## src/rtl/gpio_irq_pkg.sv

```systemverilog
`timescale 1ns/1ps
package gpio_irq_pkg;
  // Byte offsets of the register window
  localparam int unsigned OFS_DOUT  = 'h00;
  localparam int unsigned OFS_OE    = 'h04;
  localparam int unsigned OFS_EN    = 'h08;
  localparam int unsigned OFS_MASK  = 'h0C;
  localparam int unsigned OFS_TYPE  = 'h10;
  localparam int unsigned OFS_POL   = 'h14;
  localparam int unsigned OFS_MSTAT = 'h18;
  localparam int unsigned OFS_RAW   = 'h1C;
  localparam int unsigned OFS_CLR   = 'h20;
  localparam int unsigned OFS_PIN   = 'h24;

  typedef enum logic [3:0] {
    SEL_DOUT, SEL_OE, SEL_EN, SEL_MASK, SEL_TYPE, SEL_POL,
    SEL_MSTAT, SEL_RAW, SEL_CLR, SEL_PIN, SEL_NONE
  } reg_sel_e;
endpackage

```

## src/rtl/gpio_sync.sv

```systemverilog
`timescale 1ns/1ps
// Two-flop synchroniser plus one history stage for edge comparison
module gpio_sync #(
  parameter int W = 32
) (
  input  logic         clk,
  input  logic         rst_n,
  input  logic [W-1:0] din,
  output logic [W-1:0] cur_o,
  output logic [W-1:0] prev_o
);
  logic [W-1:0] meta_q, cur_q, prev_q;

  always_ff @(posedge clk or negedge rst_n) begin
    if (!rst_n) begin
      meta_q <= '0;
      cur_q  <= '0;
      prev_q <= '0;
    end else begin
      meta_q <= din;
      cur_q  <= meta_q;
      prev_q <= cur_q;
    end
  end

  assign cur_o  = cur_q;
  assign prev_o = prev_q;
endmodule

```

## src/rtl/gpio_irq_cell.sv

```systemverilog
`timescale 1ns/1ps
// Per-pin edge latch and level qualification
module gpio_irq_cell (
  input  logic clk,
  input  logic rst_n,
  input  logic cur_i,
  input  logic prev_i,
  input  logic en_i,
  input  logic edge_mode_i,
  input  logic act_high_i,
  input  logic clr_i,
  output logic raw_o
);
  logic det, edge_d, edge_q;

  always_comb begin
    det    = act_high_i ? (cur_i & ~prev_i) : (~cur_i & prev_i);
    // a fresh edge overrides a clear of the same cycle
    edge_d = en_i & edge_mode_i & (det | (edge_q & ~clr_i));
  end

  always_ff @(posedge clk or negedge rst_n) begin
    if (!rst_n) edge_q <= 1'b0;
    else        edge_q <= edge_d;
  end

  assign raw_o = edge_mode_i ? edge_q : (cur_i == act_high_i);

  a_r5_edge_held: assert property (@(posedge clk) disable iff (!rst_n)
    (edge_q && en_i && edge_mode_i && !clr_i) |=> edge_q);
  a_r6_disabled_drops: assert property (@(posedge clk) disable iff (!rst_n)
    (!en_i) |=> !edge_q);
  a_r7_clear_empties: assert property (@(posedge clk) disable iff (!rst_n)
    (edge_q && clr_i && !det) |=> !edge_q);
  a_r8_edge_beats_clear: assert property (@(posedge clk) disable iff (!rst_n)
    (det && clr_i && en_i && edge_mode_i) |=> edge_q);
endmodule

```

## src/rtl/gpio_irq_regs.sv

```systemverilog
`timescale 1ns/1ps
// Register window: configuration storage, clear strobe and read mux
module gpio_irq_regs
  import gpio_irq_pkg::*;
#(
  parameter int NPINS = 32,
  parameter int DW    = 32,
  parameter int AW    = 8
) (
  input  logic             clk,
  input  logic             rst_n,
  input  logic             bus_valid,
  input  logic             bus_write,
  input  logic [AW-1:0]    bus_addr,
  input  logic [DW-1:0]    bus_wdata,
  output logic [DW-1:0]    bus_rdata,
  input  logic [NPINS-1:0] raw_i,
  input  logic [NPINS-1:0] mstat_i,
  input  logic [NPINS-1:0] pin_i,
  output logic [NPINS-1:0] dout_o,
  output logic [NPINS-1:0] oe_o,
  output logic [NPINS-1:0] en_o,
  output logic [NPINS-1:0] msk_o,
  output logic [NPINS-1:0] typ_o,
  output logic [NPINS-1:0] pol_o,
  output logic [NPINS-1:0] clr_o
);
  reg_sel_e         sel;
  logic             wr_hit;
  logic             wr_dout, wr_oe, wr_en, wr_msk, wr_typ, wr_pol;
  logic [NPINS-1:0] wpins, rd_pins;
  logic [NPINS-1:0] dout_q, oe_q, en_q, msk_q, typ_q, pol_q;

  assign wpins  = bus_wdata[NPINS-1:0];
  assign wr_hit = bus_valid & bus_write;

  always_comb begin
    case (bus_addr)
      AW'(OFS_DOUT):  sel = SEL_DOUT;
      AW'(OFS_OE):    sel = SEL_OE;
      AW'(OFS_EN):    sel = SEL_EN;
      AW'(OFS_MASK):  sel = SEL_MASK;
      AW'(OFS_TYPE):  sel = SEL_TYPE;
      AW'(OFS_POL):   sel = SEL_POL;
      AW'(OFS_MSTAT): sel = SEL_MSTAT;
      AW'(OFS_RAW):   sel = SEL_RAW;
      AW'(OFS_CLR):   sel = SEL_CLR;
      AW'(OFS_PIN):   sel = SEL_PIN;
      default:        sel = SEL_NONE;
    endcase
  end

  // next-state: write enables and clear strobe
  always_comb begin
    wr_dout = wr_hit && (sel == SEL_DOUT);
    wr_oe   = wr_hit && (sel == SEL_OE);
    wr_en   = wr_hit && (sel == SEL_EN);
    wr_msk  = wr_hit && (sel == SEL_MASK);
    wr_typ  = wr_hit && (sel == SEL_TYPE);
    wr_pol  = wr_hit && (sel == SEL_POL);
    clr_o   = (wr_hit && (sel == SEL_CLR)) ? wpins : '0;
  end

  always_ff @(posedge clk or negedge rst_n) begin
    if (!rst_n) begin
      dout_q <= '0;
      oe_q   <= '0;
      en_q   <= '0;
      msk_q  <= '0;
      typ_q  <= '0;
      pol_q  <= '0;
    end else begin
      if (wr_dout) dout_q <= wpins;
      if (wr_oe)   oe_q   <= wpins;
      if (wr_en)   en_q   <= wpins;
      if (wr_msk)  msk_q  <= wpins;
      if (wr_typ)  typ_q  <= wpins;
      if (wr_pol)  pol_q  <= wpins;
    end
  end

  always_comb begin
    case (sel)
      SEL_DOUT:  rd_pins = dout_q;
      SEL_OE:    rd_pins = oe_q;
      SEL_EN:    rd_pins = en_q;
      SEL_MASK:  rd_pins = msk_q;
      SEL_TYPE:  rd_pins = typ_q;
      SEL_POL:   rd_pins = pol_q;
      SEL_MSTAT: rd_pins = mstat_i;
      SEL_RAW:   rd_pins = raw_i;
      SEL_PIN:   rd_pins = pin_i;
      default:   rd_pins = '0;
    endcase
    bus_rdata = '0;
    bus_rdata[NPINS-1:0] = rd_pins;
  end

  assign dout_o = dout_q;
  assign oe_o   = oe_q;
  assign en_o   = en_q;
  assign msk_o  = msk_q;
  assign typ_o  = typ_q;
  assign pol_o  = pol_q;

  a_r2_oe_written: assert property (@(posedge clk) disable iff (!rst_n)
    (bus_valid && bus_write && bus_addr == AW'(OFS_OE)) |=> (oe_o == $past(bus_wdata[NPINS-1:0])));
  a_r11_readonly_ignored: assert property (@(posedge clk) disable iff (!rst_n)
    (bus_valid && bus_write && (bus_addr == AW'(OFS_MSTAT) || bus_addr == AW'(OFS_RAW) ||
     bus_addr == AW'(OFS_PIN))) |=> $stable({dout_o, oe_o, en_o, msk_o, typ_o, pol_o}));
endmodule

```

## src/rtl/gpio_irq_unit.sv

```systemverilog
`timescale 1ns/1ps
module gpio_irq_unit #(
  parameter int NPINS = 32,
  parameter int DW    = 32,
  parameter int AW    = 8
) (
  input  logic             clk,
  input  logic             rst_n,
  input  logic             bus_valid,
  input  logic             bus_write,
  input  logic [AW-1:0]    bus_addr,
  input  logic [DW-1:0]    bus_wdata,
  output logic [DW-1:0]    bus_rdata,
  input  logic [NPINS-1:0] pin_in,
  output logic [NPINS-1:0] pin_out,
  output logic [NPINS-1:0] pin_oe,
  output logic             irq
);
  import gpio_irq_pkg::*;

  logic [NPINS-1:0] cur, prev, raw, mstat;
  logic [NPINS-1:0] dout, oe, en, msk, typ, pol, clr;

  gpio_sync #(.W(NPINS)) u_sync (
    .clk    (clk),
    .rst_n  (rst_n),
    .din    (pin_in),
    .cur_o  (cur),
    .prev_o (prev)
  );

  for (genvar i = 0; i < NPINS; i++) begin : g_pin
    gpio_irq_cell u_cell (
      .clk         (clk),
      .rst_n       (rst_n),
      .cur_i       (cur[i]),
      .prev_i      (prev[i]),
      .en_i        (en[i]),
      .edge_mode_i (typ[i]),
      .act_high_i  (pol[i]),
      .clr_i       (clr[i]),
      .raw_o       (raw[i])
    );
  end

  gpio_irq_regs #(.NPINS(NPINS), .DW(DW), .AW(AW)) u_regs (
    .clk       (clk),
    .rst_n     (rst_n),
    .bus_valid (bus_valid),
    .bus_write (bus_write),
    .bus_addr  (bus_addr),
    .bus_wdata (bus_wdata),
    .bus_rdata (bus_rdata),
    .raw_i     (raw),
    .mstat_i   (mstat),
    .pin_i     (cur),
    .dout_o    (dout),
    .oe_o      (oe),
    .en_o      (en),
    .msk_o     (msk),
    .typ_o     (typ),
    .pol_o     (pol),
    .clr_o     (clr)
  );

  assign mstat   = raw & en & ~msk;
  assign irq     = |mstat;
  assign pin_out = dout;
  assign pin_oe  = oe;

  a_r10_irq_needs_live_pin: assert property (@(posedge clk) disable iff (!rst_n)
    irq |-> ((en & ~msk) != '0));
  a_r6_enable_zero_silences: assert property (@(posedge clk) disable iff (!rst_n)
    (bus_valid && bus_write && bus_addr == AW'(OFS_EN) && bus_wdata[NPINS-1:0] == '0) |=> !irq);
endmodule

```

## config.mk

```make
export PLATFORM = sky130hd
export DESIGN_NAME = gpio_irq_unit
export DESIGN_NICKNAME = d
export VERILOG_FILES = /design/src/rtl/gpio_irq_pkg.sv /design/src/rtl/gpio_sync.sv /design/src/rtl/gpio_irq_cell.sv /design/src/rtl/gpio_irq_regs.sv /design/src/rtl/gpio_irq_unit.sv
export SDC_FILE = /design/constraint.sdc
export NUM_CORES = 1
export LEC_CHECK = 0
export ABC_AREA = 1
export BUFFER_PORTS_ARGS = -buffer_cell sky130_fd_sc_hd__buf_2
export CAP_MARGIN = 20
export CORE_ASPECT_RATIO = 1.25
export CORE_MARGIN = 5
export CORE_UTILIZATION = 25
export DETAILED_ROUTE_END_ITERATION = 8
export RECOVER_POWER = 50
export SYNTH_ARGS = -nofsm -noshare
export SYNTH_HDL_FRONTEND = slang
export SYNTH_HIERARCHICAL = 1
export SYNTH_SLANG_ARGS = --single-unit
```

## constraint.sdc

```tcl
create_clock -name clk -period 2.12 [get_ports clk]
set_clock_uncertainty 0.1 [all_clocks]
set_input_delay 0.318 -clock clk [delete_from_list [all_inputs] [get_ports clk]]
set_output_delay 0.318 -clock clk [all_outputs]
set_load 0.02 [all_outputs]
```

==> results of run 1 <==
repair_timing:
item,4_1_cts,5_1_grt
gates resized for setup,132,65
setup endpoints to repair,33,33
hold endpoints to repair,181,0
pin swaps,140,74
buffers inserted,30,7
hold buffers,33,0
state kept, by name, indices dropped and copies added (netlist names):
register             count
u_sync/cur_o            32
u_regs/oe_o             32
u_regs/pol_o            32
u_regs/typ_o            32
u_regs/en_o             32
u_regs/msk_o            32
u_sync/meta_q           32
u_sync/prev_o           32
g_pin.u_cell/edge_q     32
u_regs/dout_o           32
per-stage QoR:
step	instance area, um^2	TNS (ps)
after global routing	21000	-37310
after CTS	20800	-8610
after detailed placement	18500	-8270
after global placement	18500	-8200
final	21000	-6900
after floorplan	15300	0
cells in the mapped netlist, types with 25 or more instances:
cell      instances  area share
a21oi_1          25      0.0082
buf_2            30      0.0098
clkbuf_1         36      0.0088
dfrtp_1         320        0.52
inv_1           252       0.062
nand2_1         595        0.15
nand3_1         145       0.047
nand4_1          64       0.026
nor2_1          127       0.031
o21ai_0          62       0.020
o21ai_1         164       0.054
xor2_1           32       0.018
layout make-up:
cell class,instances,share of cell area
tap,772,0.0461
multi-input combinational,1284,0.308
timing repair buffer,394,0.154
sequential,320,0.382
inverter,261,0.0470
clock inverter,16,0.0151
antenna,1,0.000119
clock buffer,44,0.0478
critical path: stages (launching register included):
cell and delay (ps):
dfrtp_1 390, xor2_1 160, o21ai_1 190, nand3b_1 160, nand2_2 130, nor2_4 50, buf_6 110, nand2_1 70
nor2_2 40, nand2_2 80, buf_6 130
kinds of logic after synthesis:
logic type / Yosys count / synth area share
AOI/OAI and AO/OA: 258 / 0.0861
xor gates and xnor gates: 32 / 0.0183
buffers and inverters: 339 / 0.0881
DFF: 320 / 0.524
and+or+nand+nor: 994 / 0.284
power by group:
group          leakage (nW)  internal [W]  switching [W]
sequential             4.23       0.00627       0.000119
combinational          6.07      0.000385       0.000620
clock                 0.638       0.00444        0.00256
total                  10.9        0.0111        0.00330
worst paths after layout:
path | from | end | slack, ps
setup / recovery | u_regs/pol_o[7] | irq | -330
hold / removal | bus_wdata[15] | u_regs/oe_o[15] | 50
setup reg to reg | u_sync/cur_o[10] | g_pin[10].u_cell/edge_q | 960
hold reg to reg | u_sync/meta_q[20] | u_sync/cur_o[20] | 250
max in group asynchronous | rst_n | u_regs/pol_o[0] | 130
min in group asynchronous | rst_n | u_regs/msk_o[4] | 520
layer usage:
metal,GRT usage,up-vias
met5,0,-
met4,0.0593,2
met3,0.0302,114
met2,0.268,430
met1,0.203,6672
li1,-,6882
==> results.py, run 1 <==
metrics = {
    "timing": {
        "relSlewSlack": 0.115,
        "rsz0062_at_grt": "yes",
        "slew_violations": 0,
        "fin_crit_sh": 1.16,
        "hold-worst-slack_ps": 49.5,
        "hold_viol": 0,
        "fmax_mhz": 408,
        "period_needed_ps": 2450,
        "max_slew.worst_pin.slew_ps": 1330,
        "layout_setup_ws_ps": -333,
        "finalSetupViolCount": 33,
    },
    "layout": {
        "finalCoreUtilization": 0.346,
        "final_cell_mix": "nand2_1 (572), dfrtp_1 (316), inv_1 (243), o21ai_1 (143), buf_2 (137)",
        "fin_nets": 2371,
        "layout.cells.non_filler": 3092,
        "drive_gt1_frac": 0.236,
        "multi_input_area_um2": 6450,
        "area_growth_pct": 37.1,
        "final.fill_count": 6296,
        "layout_commonest_cell": "nand2_1",
        "seqCellArea_um2": 8010,
    },
    "synthesis": {
        "synth-async-reset-ratio": 1.00,
        "avgSynthCellArea_um2": 7.87,
        "synth.distinct_cells": 26,
        "synth_edf_count": 0,
        "ys_seq_elements": 320,
        "syn-cell-area_um2": 15300,
        "synth_ff_type": "dfrtp_1",
        "synth_nets": 2019,
        "syn_inst": 1943,
        "yosysSeqAreaShare": 0.524,
        "yosys_warnings": 6,
    },
    "power": {
        "ir_worst_vdd_v": 0.000392,
        "finalPower_w": 0.0144,
        "power_leakage_nw": 10.9,
        "power.density_nw_per_um2": 686,
    },
    "grt": {
        "grt_pass1_vias": 14000,
        "grt_max_degree": 59,
        "grt_first_pass_wirelength_um": 82700,
        "grt_overflow": 0,
        "antenna_found_initial": 3,
        "grt_usage": 0.159,
    },
    "route": {
        "highest_layer": "met5",
        "postRouteAntennaNets": 0,
        "wl_um": 53600,
        "drc": 0,
        "routed-wl-met2_um": 25700,
        "met1_length_um": 22400,
        "first_pass_iters": 5,
        "drt_iter0_markers": 912,
        "met3_length_um": 3380,
        "wl_per_cell_um": 17.3,
        "vias_per_cell": 4.56,
        "vias": 14100,
    },
    "critical_path": {
        "path_class": "reg -> out",
        "cp-end-kind": "output pin",
        "crit_fanout": 2,
        "r2r_cells": 7,
        "required_ps": 1700,
        "cp_data_arrival_time_ps": 2030,
        "start_kind": "register",
    },
    "clock_tree": {
        "clk_transition_reported_paths_ps": 60,
        "cts_sinks": 320,
        "clock_path_buffers": 3,
        "clk_latency_ps": 530,
        "root_buffer": "clkbuf_16",
        "h-tree-depth": 2,
        "numCtsBuffers": 34,
        "cts_tree": "built",
    },
    "floorplanning": {
        "dieHeight_um": 287,
        "die-area_um2": 66300,
        "die_x_um": 231,
        "num_rows": 101,
        "core_area_um2": 60700,
        "start_util": 0.252,
        "io_pins": 173,
    },
    "status": {
        "status": "finished with violations",
        "violations": "negative setup slack",
    },
    "job": {
        "drv_cap": 0,
    },
    "place": {
        "hpwl_um": 38300,
        "placed_cells": 2963,
        "portBuffers": 172,
        "dp_slack_ps": -324,
        "gp_congestion": 0.869,
    },
    "worst_hold_path": {
        "worst_hold_path_type": "in -> reg",
        "whs_path_depth": 3,
    },
}
Note: power is estimated with default switching activity, not from simulation.
==> run 2, diff against run 1 <==
--- a/config.mk
+++ b/config.mk
@@ -5,7 +5,6 @@
 export SDC_FILE = /design/constraint.sdc
 export NUM_CORES = 1
 export LEC_CHECK = 0
-export ABC_AREA = 1
 export BUFFER_PORTS_ARGS = -buffer_cell sky130_fd_sc_hd__buf_2
 export CAP_MARGIN = 20
 export CORE_ASPECT_RATIO = 1.25
==> run 2 against run 1 <==
Net effect:
- the run ends with max-capacitance violations, max-slew violations, negative setup slack left
- utilization fell by 0.71 points
- synthesized cell count fell by 37%
- global-route usage fell by 1.2 points
- critical path depth fell by 2
- cell area fell by 2.0%
- critical endpoint unchanged
- largest cell class unchanged
==> results.py, run 2 <==
metrics = {
    "grt": {
        "grt_max_degree": 97,
        "grt_usage": 0.147,
        "grt_pass1_vias": 12300,
        "grt_overflow": 0,
        "grt_first_pass_wirelength_um": 75400,
        "antenna_found_initial": 2,
    },
    "route": {
        "highest_layer": "met4",
        "postRouteAntennaNets": 0,
        "routed-wl-met2_um": 24900,
        "wl_per_cell_um": 20.6,
        "first_pass_iters": 4,
        "drc": 0,
        "met3_length_um": 1950,
        "vias_per_cell": 4.73,
        "drt_iter0_markers": 523,
        "wl_um": 49800,
        "vias": 11400,
        "met1_length_um": 21300,
    },
    "critical_path": {
        "slowest_stage": "dfrtp_1",
        "start_kind": "register",
        "path_class": "reg -> out",
        "cp_data_arrival_time_ps": 2460,
        "required_ps": 1700,
        "critical_path.max_stage_delay_ps": 390,
        "crit_fanout": 2,
        "crit_chain": "xor2_1, o21ai_1, nand2_1, o22ai_4, nor4_4, buf_4, nand4_1, buf_4",
        "critical_path_buf_inv_count": 2,
        "critPathTopFamily": "simple AND/OR/NAND/NOR gates",
        "critPathMostFrequentCell": "buf_4",
        "cp-end-kind": "output pin",
    },
    "timing": {
        "layout_setup_ws_ps": -757,
        "max_slew.worst_pin.slew_ps": 1510,
        "fin_crit_sh": 1.36,
        "finalSetupViolCount": 33,
        "fmax_mhz": 348,
        "relSlewSlack": -0.00692,
        "hold-worst-slack_ps": 74.5,
        "period_needed_ps": 2880,
        "hold_viol": 0,
        "slew_violations": 18,
        "rsz0062_at_grt": "yes",
        "finalSetupTns_ps": -14710,
    },
    "layout": {
        "fin_nets": 1696,
        "layout_commonest_cell": "dfrtp_1",
        "final.fill_count": 6009,
        "drive_gt1_frac": 0.316,
        "seqCellArea_um2": 8010,
        "multi_input_area_um2": 7190,
        "final_cell_mix": "dfrtp_1 (319), buf_4 (155), buf_2 (133), mux2i_1 (128), nand2_1 (118)",
        "area_growth_pct": 34.6,
    },
    "clock_tree": {
        "clock_path_buffers": 3,
        "numCtsBuffers": 38,
        "cts_tree": "built",
        "cts_sinks": 320,
        "clk_latency_ps": 540,
        "clk_transition_reported_paths_ps": 60,
        "h-tree-depth": 2,
        "root_buffer": "clkbuf_16",
    },
    "synthesis": {
        "synth-async-reset-ratio": 1.00,
        "avgSynthCellArea_um2": 12.5,
        "synth_ff_type": "dfrtp_1",
        "synth.most_common_cell": "dfrtp_1",
        "syn_inst": 1218,
        "synth_edf_count": 0,
        "ys_seq_elements": 320,
        "synth.largest_area_cell": "dfrtp_1",
        "synth.distinct_cells": 35,
        "yosysSeqAreaShare": 0.525,
        "syn-cell-area_um2": 15300,
        "synthTopCellsByArea": "dfrtp_1 (53%), mux2i_1 (8.4%), mux2_1 (8.3%)",
        "yosys_warnings": 6,
        "synth_top_cell_area_share": 0.525,
        "synth_nets": 1294,
        "synthTopCellsByCount": "dfrtp_1 (320), mux2i_1 (128), nand2_1 (125)",
    },
    "place": {
        "gp_congestion": 0.821,
        "hpwl_um": 34600,
        "portBuffers": 172,
    },
    "worst_hold_path": {
        "worst_hold_path_type": "in -> reg",
    },
    "status": {
        "status": "finished with violations",
        "violations": "max-capacitance violations, max-slew violations, negative setup slack",
    },
    "floorplanning": {
        "die-area_um2": 66100,
        "start_util": 0.251,
        "die_x_um": 231,
        "io_pins": 173,
        "num_rows": 101,
        "dieHeight_um": 286,
        "core_area_um2": 60700,
    },
    "power": {
        "power.density_nw_per_um2": 688,
        "ir_worst_vdd_v": 0.000484,
        "power_leakage_nw": 9.92,
        "finalPower_w": 0.0141,
    },
    "job": {
        "drv_cap": 1,
    },
}
-- run 2: cell types whose count changed after synthesis, moves of 33 or more --
cell	before	now
inv_1	252	1
mux2_1	0	112
mux2_4	0	80
mux2i_1	0	128
nand2_1	595	125
nand3_1	145	1
nand4_1	64	1
nor2_1	127	33
o21ai_1	164	0
o22ai_1	0	48
or3b_1	0	33
-- run 2: cells by family after synthesis --
family                 count (synthesis)  synth area share
AND/OR/NAND/NOR                      312             0.114
AO/OA/AOI/OAI                        176            0.0774
flip-flops                           320             0.525
buffers and inverters                 58            0.0201
multiplexers                         320             0.245
XOR/XNOR                              32            0.0184
-- run 2: stage by stage --
stage	cells	area, um^2	utilization	setup WS (ps)
after global placement	2261	18300	0.302	-525
after detailed placement	2261	18300	0.302	-541
final	2416	20500	0.339	-757
after CTS	2401	20400	0.337	-743
after floorplan	1218	15400	-	-65.6
after global routing	2416	20500	0.339	-806
-- run 2: path summary, 6_finish.rpt --
check / startpoint / to / slack, ps / cells past startpoint
max: u_regs/pol_o[13] / irq / -760 / 8
min in group asynchronous: rst_n / u_sync/meta_q[8] / 570 / 2
max in group asynchronous: rst_n / u_sync/cur_o[24] / 120 / 3
min: bus_wdata[7] / u_regs/pol_o[7] / 70 / 2
max reg2reg: u_sync/cur_o[9] / g_pin[9].u_cell/edge_q / 690 / 4
min reg2reg: u_sync/meta_q[6] / u_sync/cur_o[6] / 240 / 0
-- run 2: area by class of cell --
cell class,count,share of cell area
clock inverter,11,0.00579
antenna,2,0.000244
timing repair buffer,418,0.154
clock buffer,51,0.0526
tap,772,0.0470
sequential,320,0.390
multi-input combinational,840,0.350
inverter,2,0.000366
-- run 2: repair_timing --
action	CTS	global route
pin swaps	91	74
cloned	0	0
setup buffers	18	17
hold buffers	64	0
resized for setup	78	35
hold endpoints to repair	498	0
endpoints found under the setup margin	33	33
-- run 2: per-layer routing --
layer  vias up  track usage
li1       5240            -
met1      5857        0.186
met2       247        0.255
met3        94       0.0237
met4         0       0.0529
met5         -            0
-- run 2: power breakdown --
part / leakage [nW] / internal, W / switching [W]
Sequential: 4.23 / 0.00630 / 0.000157
Combinational: 5.10 / 0.000584 / 0.000662
Clock: 0.592 / 0.00381 / 0.00262
